==> src/rtl/adc_scan_pkg.sv <==
package adc_scan_pkg;

  localparam int WORD_W  = 16;
  localparam int TAG_W   = 4;
  localparam int ARM_BIT = 12;
  localparam int SEL_LSB = 7;

  typedef struct packed {
    logic             vld;
    logic [TAG_W-1:0] ch;
  } slot_t;

  typedef enum logic [1:0] {SQ_IDLE, SQ_ISSUE, SQ_WAIT, SQ_FIN} sq_state_t;
  typedef enum logic [1:0] {E_IDLE, E_LEAD, E_XFER, E_GAP} eng_state_t;

  // Manual-mode conversion request for one channel.
  function automatic logic [WORD_W-1:0] mk_cmd(input logic [TAG_W-1:0] ch);
    logic [WORD_W-1:0] w;
    w = '0;
    w[ARM_BIT] = 1'b1;
    w[SEL_LSB +: TAG_W] = ch;
    return w;
  endfunction

  // Channel tag carried in the top nibble of a reply.
  function automatic logic [TAG_W-1:0] tag_of(input logic [WORD_W-1:0] w);
    return w[WORD_W-1 -: TAG_W];
  endfunction

endpackage

==> src/rtl/spi_word_engine.sv <==
module spi_word_engine
  import adc_scan_pkg::*;
#(
  parameter int CLK_DIV = 2
) (
  input  logic              clk,
  input  logic              rst_n,
  input  logic              go,
  input  logic [WORD_W-1:0] tx_word,
  output logic              ready,
  output logic              word_done,
  output logic [WORD_W-1:0] rx_word,
  output logic              sclk,
  output logic              cs_n,
  output logic              mosi,
  input  logic              miso
);

  localparam int DIV_W = (CLK_DIV > 1) ? $clog2(CLK_DIV) : 1;
  localparam logic [DIV_W-1:0] HLAST = DIV_W'(CLK_DIV - 1);
  localparam int BIT_W = $clog2(WORD_W + 1);
  localparam logic [BIT_W-1:0] BITS_FULL = BIT_W'(WORD_W);

  eng_state_t        st;
  logic [DIV_W-1:0]  hcnt;
  logic [BIT_W-1:0]  bits;
  logic              gap_half;
  logic [WORD_W-1:0] tx_sh;
  logic [WORD_W-1:0] rx_sh;
  logic              tick;

  assign tick    = (hcnt == HLAST);
  assign ready   = (st == E_IDLE);
  assign mosi    = tx_sh[WORD_W-1];
  assign rx_word = rx_sh;

  always_ff @(posedge clk or negedge rst_n) begin
    if (!rst_n) begin
      st        <= E_IDLE;
      hcnt      <= '0;
      bits      <= '0;
      gap_half  <= 1'b0;
      tx_sh     <= '0;
      rx_sh     <= '0;
      sclk      <= 1'b0;
      cs_n      <= 1'b1;
      word_done <= 1'b0;
    end else begin
      word_done <= 1'b0;
      case (st)
        E_IDLE: begin
          hcnt <= '0;
          if (go) begin
            tx_sh <= tx_word;
            cs_n  <= 1'b0;
            st    <= E_LEAD;
          end
        end
        E_LEAD: begin
          if (tick) begin
            hcnt  <= '0;
            sclk  <= 1'b1;
            rx_sh <= {rx_sh[WORD_W-2:0], miso};
            bits  <= BIT_W'(1);
            st    <= E_XFER;
          end else begin
            hcnt <= hcnt + 1'b1;
          end
        end
        E_XFER: begin
          if (tick) begin
            hcnt <= '0;
            if (sclk) begin
              sclk <= 1'b0;
              if (bits == BITS_FULL) begin
                cs_n      <= 1'b1;
                word_done <= 1'b1;
                gap_half  <= 1'b0;
                st        <= E_GAP;
              end else begin
                tx_sh <= {tx_sh[WORD_W-2:0], 1'b0};
              end
            end else begin
              sclk  <= 1'b1;
              rx_sh <= {rx_sh[WORD_W-2:0], miso};
              bits  <= bits + 1'b1;
            end
          end else begin
            hcnt <= hcnt + 1'b1;
          end
        end
        default: begin
          if (tick) begin
            hcnt <= '0;
            if (gap_half) st <= E_IDLE;
            else          gap_half <= 1'b1;
          end else begin
            hcnt <= hcnt + 1'b1;
          end
        end
      endcase
    end
  end

endmodule

==> src/rtl/scan_pick.sv <==
module scan_pick
  import adc_scan_pkg::*;
#(
  parameter int NUM_CH = 16,
  parameter int CUR_W  = $clog2(NUM_CH + 1)
) (
  input  logic [NUM_CH-1:0] mask,
  input  logic [CUR_W-1:0]  from,
  output logic              found,
  output logic [TAG_W-1:0]  idx
);

  logic [NUM_CH-1:0] cand;

  for (genvar g = 0; g < NUM_CH; g++) begin : g_cand
    assign cand[g] = mask[g] && (from <= CUR_W'(g));
  end

  always_comb begin
    found = 1'b0;
    idx   = '0;
    for (int i = NUM_CH - 1; i >= 0; i--) begin
      if (cand[i]) begin
        found = 1'b1;
        idx   = TAG_W'(i);
      end
    end
  end

endmodule

==> src/rtl/reply_align.sv <==
module reply_align
  import adc_scan_pkg::*;
#(
  parameter int LAT = 2
) (
  input  logic  clk,
  input  logic  rst_n,
  input  logic  clear,
  input  logic  shift,
  input  slot_t new_slot,
  output slot_t due_slot
);

  slot_t q [LAT];

  for (genvar g = 0; g < LAT; g++) begin : g_stage
    always_ff @(posedge clk or negedge rst_n) begin
      if (!rst_n) begin
        q[g] <= '0;
      end else if (clear) begin
        q[g] <= '0;
      end else if (shift) begin
        if (g == 0) q[g] <= new_slot;
        else        q[g] <= q[(g > 0) ? g - 1 : 0];
      end
    end
  end

  assign due_slot = q[LAT-1];

endmodule

==> src/rtl/adc_scan_seq.sv <==
module adc_scan_seq
  import adc_scan_pkg::*;
#(
  parameter int NUM_CH   = 16,
  parameter int RES_BITS = 12,
  parameter int CLK_DIV  = 2
) (
  input  logic                clk,
  input  logic                rst_n,
  input  logic                start,
  input  logic [NUM_CH-1:0]   ch_mask,
  output logic                busy,
  output logic                done,
  output logic                spi_sclk,
  output logic                spi_cs_n,
  output logic                spi_mosi,
  input  logic                spi_miso,
  output logic                smp_valid,
  output logic [TAG_W-1:0]    smp_chan,
  output logic [RES_BITS-1:0] smp_data,
  output logic                smp_err
);

  localparam int CUR_W     = $clog2(NUM_CH + 1);
  localparam int REPLY_LAT = 2;
  localparam int DATA_MSB  = WORD_W - TAG_W - 1;

  sq_state_t         st;
  logic [NUM_CH-1:0] mask_r;
  logic [CUR_W-1:0]  cursor;
  logic [1:0]        flush_cnt;
  slot_t             cur_slot;
  slot_t             due_slot;
  logic              pk_found;
  logic [TAG_W-1:0]  pk_idx;
  logic              eng_ready;
  logic [WORD_W-1:0] tx_word;
  logic [WORD_W-1:0] rx_word;

  // Named internal events for the checker.
  logic issue_evt;
  logic word_done;
  logic accept_evt;

  assign busy       = (st != SQ_IDLE);
  assign accept_evt = (st == SQ_IDLE) && start && (|ch_mask);
  assign issue_evt  = (st == SQ_ISSUE) && eng_ready;
  assign tx_word    = pk_found ? mk_cmd(pk_idx) : '0;

  scan_pick #(.NUM_CH(NUM_CH), .CUR_W(CUR_W)) u_pick (
    .mask  (mask_r),
    .from  (cursor),
    .found (pk_found),
    .idx   (pk_idx)
  );

  spi_word_engine #(.CLK_DIV(CLK_DIV)) u_eng (
    .clk       (clk),
    .rst_n     (rst_n),
    .go        (issue_evt),
    .tx_word   (tx_word),
    .ready     (eng_ready),
    .word_done (word_done),
    .rx_word   (rx_word),
    .sclk      (spi_sclk),
    .cs_n      (spi_cs_n),
    .mosi      (spi_mosi),
    .miso      (spi_miso)
  );

  reply_align #(.LAT(REPLY_LAT)) u_align (
    .clk      (clk),
    .rst_n    (rst_n),
    .clear    (accept_evt),
    .shift    (word_done),
    .new_slot (cur_slot),
    .due_slot (due_slot)
  );

  always_ff @(posedge clk or negedge rst_n) begin
    if (!rst_n) begin
      st        <= SQ_IDLE;
      mask_r    <= '0;
      cursor    <= '0;
      flush_cnt <= '0;
      cur_slot  <= '0;
      done      <= 1'b0;
      smp_valid <= 1'b0;
      smp_chan  <= '0;
      smp_data  <= '0;
      smp_err   <= 1'b0;
    end else begin
      done      <= 1'b0;
      smp_valid <= 1'b0;
      case (st)
        SQ_IDLE: begin
          if (start) begin
            if (|ch_mask) begin
              mask_r    <= ch_mask;
              cursor    <= '0;
              flush_cnt <= '0;
              st        <= SQ_ISSUE;
            end else begin
              done <= 1'b1;
            end
          end
        end
        SQ_ISSUE: begin
          if (issue_evt) begin
            st <= SQ_WAIT;
            if (pk_found) begin
              cur_slot <= '{vld: 1'b1, ch: pk_idx};
              cursor   <= CUR_W'(pk_idx) + 1'b1;
            end else begin
              cur_slot  <= '0;
              flush_cnt <= flush_cnt + 1'b1;
            end
          end
        end
        SQ_WAIT: begin
          if (word_done) begin
            if (due_slot.vld) begin
              smp_valid <= 1'b1;
              smp_chan  <= due_slot.ch;
              smp_data  <= rx_word[DATA_MSB -: RES_BITS];
              smp_err   <= (tag_of(rx_word) != due_slot.ch);
            end
            st <= (flush_cnt == 2'd2) ? SQ_FIN : SQ_ISSUE;
          end
        end
        default: begin
          done <= 1'b1;
          st   <= SQ_IDLE;
        end
      endcase
    end
  end

endmodule

==> config.mk <==
export PLATFORM = sky130hd
export DESIGN_NAME = adc_scan_seq
export DESIGN_NICKNAME = d
export VERILOG_FILES = /design/src/rtl/adc_scan_pkg.sv /design/src/rtl/spi_word_engine.sv /design/src/rtl/scan_pick.sv /design/src/rtl/reply_align.sv /design/src/rtl/adc_scan_seq.sv
export SDC_FILE = /design/constraint.sdc
export NUM_CORES = 1
export LEC_CHECK = 0
export ABC_CLOCK_PERIOD_IN_PS = 2700
export BUFFER_PORTS_ARGS = -buffer_cell sky130_fd_sc_hd__clkbuf_2
export CAP_MARGIN = 20
export CORE_MARGIN = 3
export CORE_UTILIZATION = 50
export CTS_BUF_LIST = sky130_fd_sc_hd__clkbuf_4
export DETAILED_ROUTE_END_ITERATION = 12
export HOLD_SLACK_MARGIN = 0.06
export PLACE_DENSITY = 0.71
export SLEW_MARGIN = 15
export SYNTH_ARGS = -nofsm -noshare
export SYNTH_HDL_FRONTEND = slang
export SYNTH_SLANG_ARGS = --single-unit
==> constraint.sdc <==
create_clock -name clk -period 2.7 [get_ports clk]
set_clock_uncertainty 0.15 [all_clocks]
set_input_delay 0.135 -clock clk [delete_from_list [all_inputs] [get_ports clk]]
set_output_delay 0.135 -clock clk [all_outputs]
set_load 0.05 [all_outputs]
==> results.json <==
{
  "status": "complete, no violations",
  "hold_path_class": "in2reg",
  "routed_wirelength_microns": 9550,
  "cp_max_fo": 20,
  "dieArea_sq_um": 10600,
  "dr.pass1.iters": 4,
  "cp_data_required_time_ns": 2.89,
  "cts_root_buf": "clkbuf_4",
  "power_density_nw_per_um2": 910,
  "fin_crit_ns": 2.61,
  "yosys_warnings": 0,
  "yosysUniqueCellTypes": 65,
  "hp-start": "ch_mask[10]",
  "layout-drive-gt1-share": 0.199,
  "multiInputGateArea_sq_um": 2090,
  "drc": 0,
  "grt_usage": 0.196,
  "fillers": 768,
  "overflow": 0,
  "final_common_cell": "dfrtp_1",
  "cts_tree": "yes",
  "place_congestion": 0.851,
  "io_pins": 43,
  "regArea_sq_um": 2410,
  "dp_hpwl_microns": 6760,
  "synth_ff_type": "dfrtp_1",
  "post-cts-setup-buffers": 0,
  "worst_ep_arrival_time_ns": 2.81,
  "ant_nets": 0,
  "via_count": 3579,
  "syn_inst": 459,
  "setup_violations": 0,
  "core_area_sq_um": 8930,
  "hold_viol": 0,
  "ys_seq_area_frac": 0.513,
  "dieHeight_microns": 103,
  "rows": 34,
  "worst_hold_path.endpoint": "done$_DFF_PN0_",
  "fin_crit_sh": 0.967,
  "hold_path_depth": 5,
  "reg2reg_depth": 9,
  "netlist.top_cell.by_area": "dfrtp_1",
  "first_global_vias": 3472,
  "synth_nets": 490,
  "clk-insertion-delay-late_ns": 0.47,
  "crit_path_start_kind": "primary input",
  "worstReg2RegEnd": "cursor[2]$_DFFE_PN0P_",
  "pre_cts_ws_ns": 0.168,
  "cts_buffer_depth": 2,
  "initial_utilization": 0.525,
  "rsz0062_at_grt": "false",
  "fmax_ghz": 0.383,
  "synthArstFlopShare": 1.00,
  "finalNetCount": 554,
  "h-tree-depth": 3,
  "area_delta_synth_final_pct": 15.6,
  "r2r_slack_ns": 0.15,
  "grt_pass1_wl_microns": 16300,
  "synth_area_leaders": "dfrtp_1, nand2_1, mux2_2",
  "synth.cell_area_sq_um": 4690,
  "end_kind": "flop",
  "slew_viol_final": 0,
  "portBuffers": 42,
  "grt_max_degree": 51,
  "wire_per_inst_microns": 15.0,
  "worstMarginPinSlew_ns": 0.836,
  "final_cell_mix": "dfrtp_1, nand2_1, clkbuf_2",
  "antenna_found_initial": 0,
  "fin_setup_tns_ns": 0,
  "synth_top_area_frac": 0.507,
  "cap_violations": 0,
  "path_class": "in2reg",
  "maxSlewHeadroom": 0.440,
  "fin_ws_ns": 0.0884,
  "synth_edf_count": 0,
  "cts_buffers": 9,
  "syn_avg_cell_area_sq_um": 10.2,
  "yosys_register_bits": 96,
  "clock_sinks": 96,
  "antenna_cells": 0,
  "drt-initial-drc-count": 194,
  "power_leakage_nw": 2.65,
  "via_per_inst": 5.63,
  "r2r-start": "mask_r[13]$_DFFE_PN0P_",
  "ir_drop_v": 0.000577,
  "postLayoutCoreUtil": 0.606,
  "die_w_microns": 103,
  "clk_pin_slew_ns": 0.16
}
[sequential cells by signal, indices dropped and copies added (netlist names), 2 cells and up]
name	cells
mask_r	16
u_eng.rx_word	16
smp_data	12
u_eng.tx_sh	9
cur_slot	5
cursor	5
u_align.due_slot	5
u_align.q	5
u_eng.bits	5
smp_chan	4
flush_cnt	2
st	2
u_eng.st	2
[worst max-delay path by stage]
stage,cells after the start,end,start
final,8,mask_r[14]$_DFFE_PN0P_,ch_mask[8]
after CTS,8,mask_r[14]$_DFFE_PN0P_,ch_mask[9]
after detailed placement,9,cursor[2]$_DFFE_PN0P_,cursor[1]$_DFFE_PN0P_
after floorplan,9,cursor[2]$_DFFE_PN0P_,mask_r[13]$_DFFE_PN0P_
after global placement,9,cursor[2]$_DFFE_PN0P_,cursor[1]$_DFFE_PN0P_
after global routing,9,cursor[2]$_DFFE_PN0P_,cursor[0]$_DFFE_PN0P_
[cell type report]
cell class / count / share of cell area
sequential: 96 / 0.444
multi-input combinational: 313 / 0.386
timing repair buffer: 76 / 0.0988
tap: 108 / 0.0249
inverter: 27 / 0.0187
clock inverter: 7 / 0.0145
clock buffer: 9 / 0.0125
[Yosys cell counts (2+ instances only)]
library cell,n
a21boi_0,3
a21o_1,3
a21oi_1,18
a221oi_1,2
a22o_1,8
a22oi_1,3
a31o_2,2
and2_1,2
and4_1,2
buf_1,2
buf_2,2
buf_4,3
clkbuf_1,14
dfrtp_1,95
ha_1,11
inv_1,27
mux2_1,13
mux2_2,20
mux2i_1,13
nand2_1,75
nand2b_1,2
nand3_1,10
nand4_1,3
nor2_1,26
nor2b_1,4
nor3_1,8
nor4_1,2
o211ai_1,2
o21ai_0,28
o21ba_2,2
o221ai_1,2
o22ai_1,2
o31ai_1,5
o32ai_1,2
or2_1,2
or2_2,2
or4_1,4
xor2_1,8
[metal layers]
| layer | track usage | vias up | share of wire |
|---|---|---|---|
| li1 | - | 1743 | - |
| met4 | 0.0657 | 0 | 0.019 |
| met2 | 0.302 | 72 | 0.47 |
| met5 | 0 | - | 0 |
| met3 | 0.0325 | 16 | 0.034 |
| met1 | 0.285 | 1748 | 0.48 |
[worst max-delay path, cell delays in order]
cell and delay (ns):
dlygate4sd3_1 0.55, clkbuf_2 0.11, or4_1 0.61, o41ai_4 0.50
nor2_4 0.18, nand2_1 0.10, dlygate4sd3_1 0.54, o21ai_0 0.07
[report_power, final]
group	total [mW]	internal [mW]	switching (mW)	leakage, nW
Clock	0.791	0.228	0.563	0.0811
Sequential	2.19	1.80	0.381	1.25
Combinational	1.95	0.804	1.15	1.31
Total	4.93	2.84	2.09	2.65
[per-stage QoR]
step	hold WS [ns]	cell area (sq um)	instances	power, mW
floorplan	-0.311	4690	459	3.59
global placement	0.0331	5030	598	4.04
detailed placement	0.0399	5030	598	4.12
CTS	0.115	5400	636	4.94
global route	0.179	5420	636	5.32
finish	0.174	5420	636	4.93
[kinds of logic (layout without fill, tap and decap cells)]
kind of cell / Yosys count / count (layout) / synth area share
XOR/XNOR: 8 / 8 / 0.0149
multiplexers: 46 / 46 / 0.107
AO/OA/AOI/OAI: 99 / 99 / 0.146
AND/OR/NAND/NOR: 149 / 149 / 0.145
flip-flops: 96 / 96 / 0.513
buffers and inverters: 50 / 119 / 0.0448
adder cells (fa/ha/maj): 11 / 11 / 0.0294
[what timing repair did]
item                                    in CTS  in global routing
hold buffers                                22                  0
endpoints found under the setup margin       0                  2
resized for setup                            0                  5
endpoints found under the hold margin      115                  0
Power figures use the tool's default switching activity.
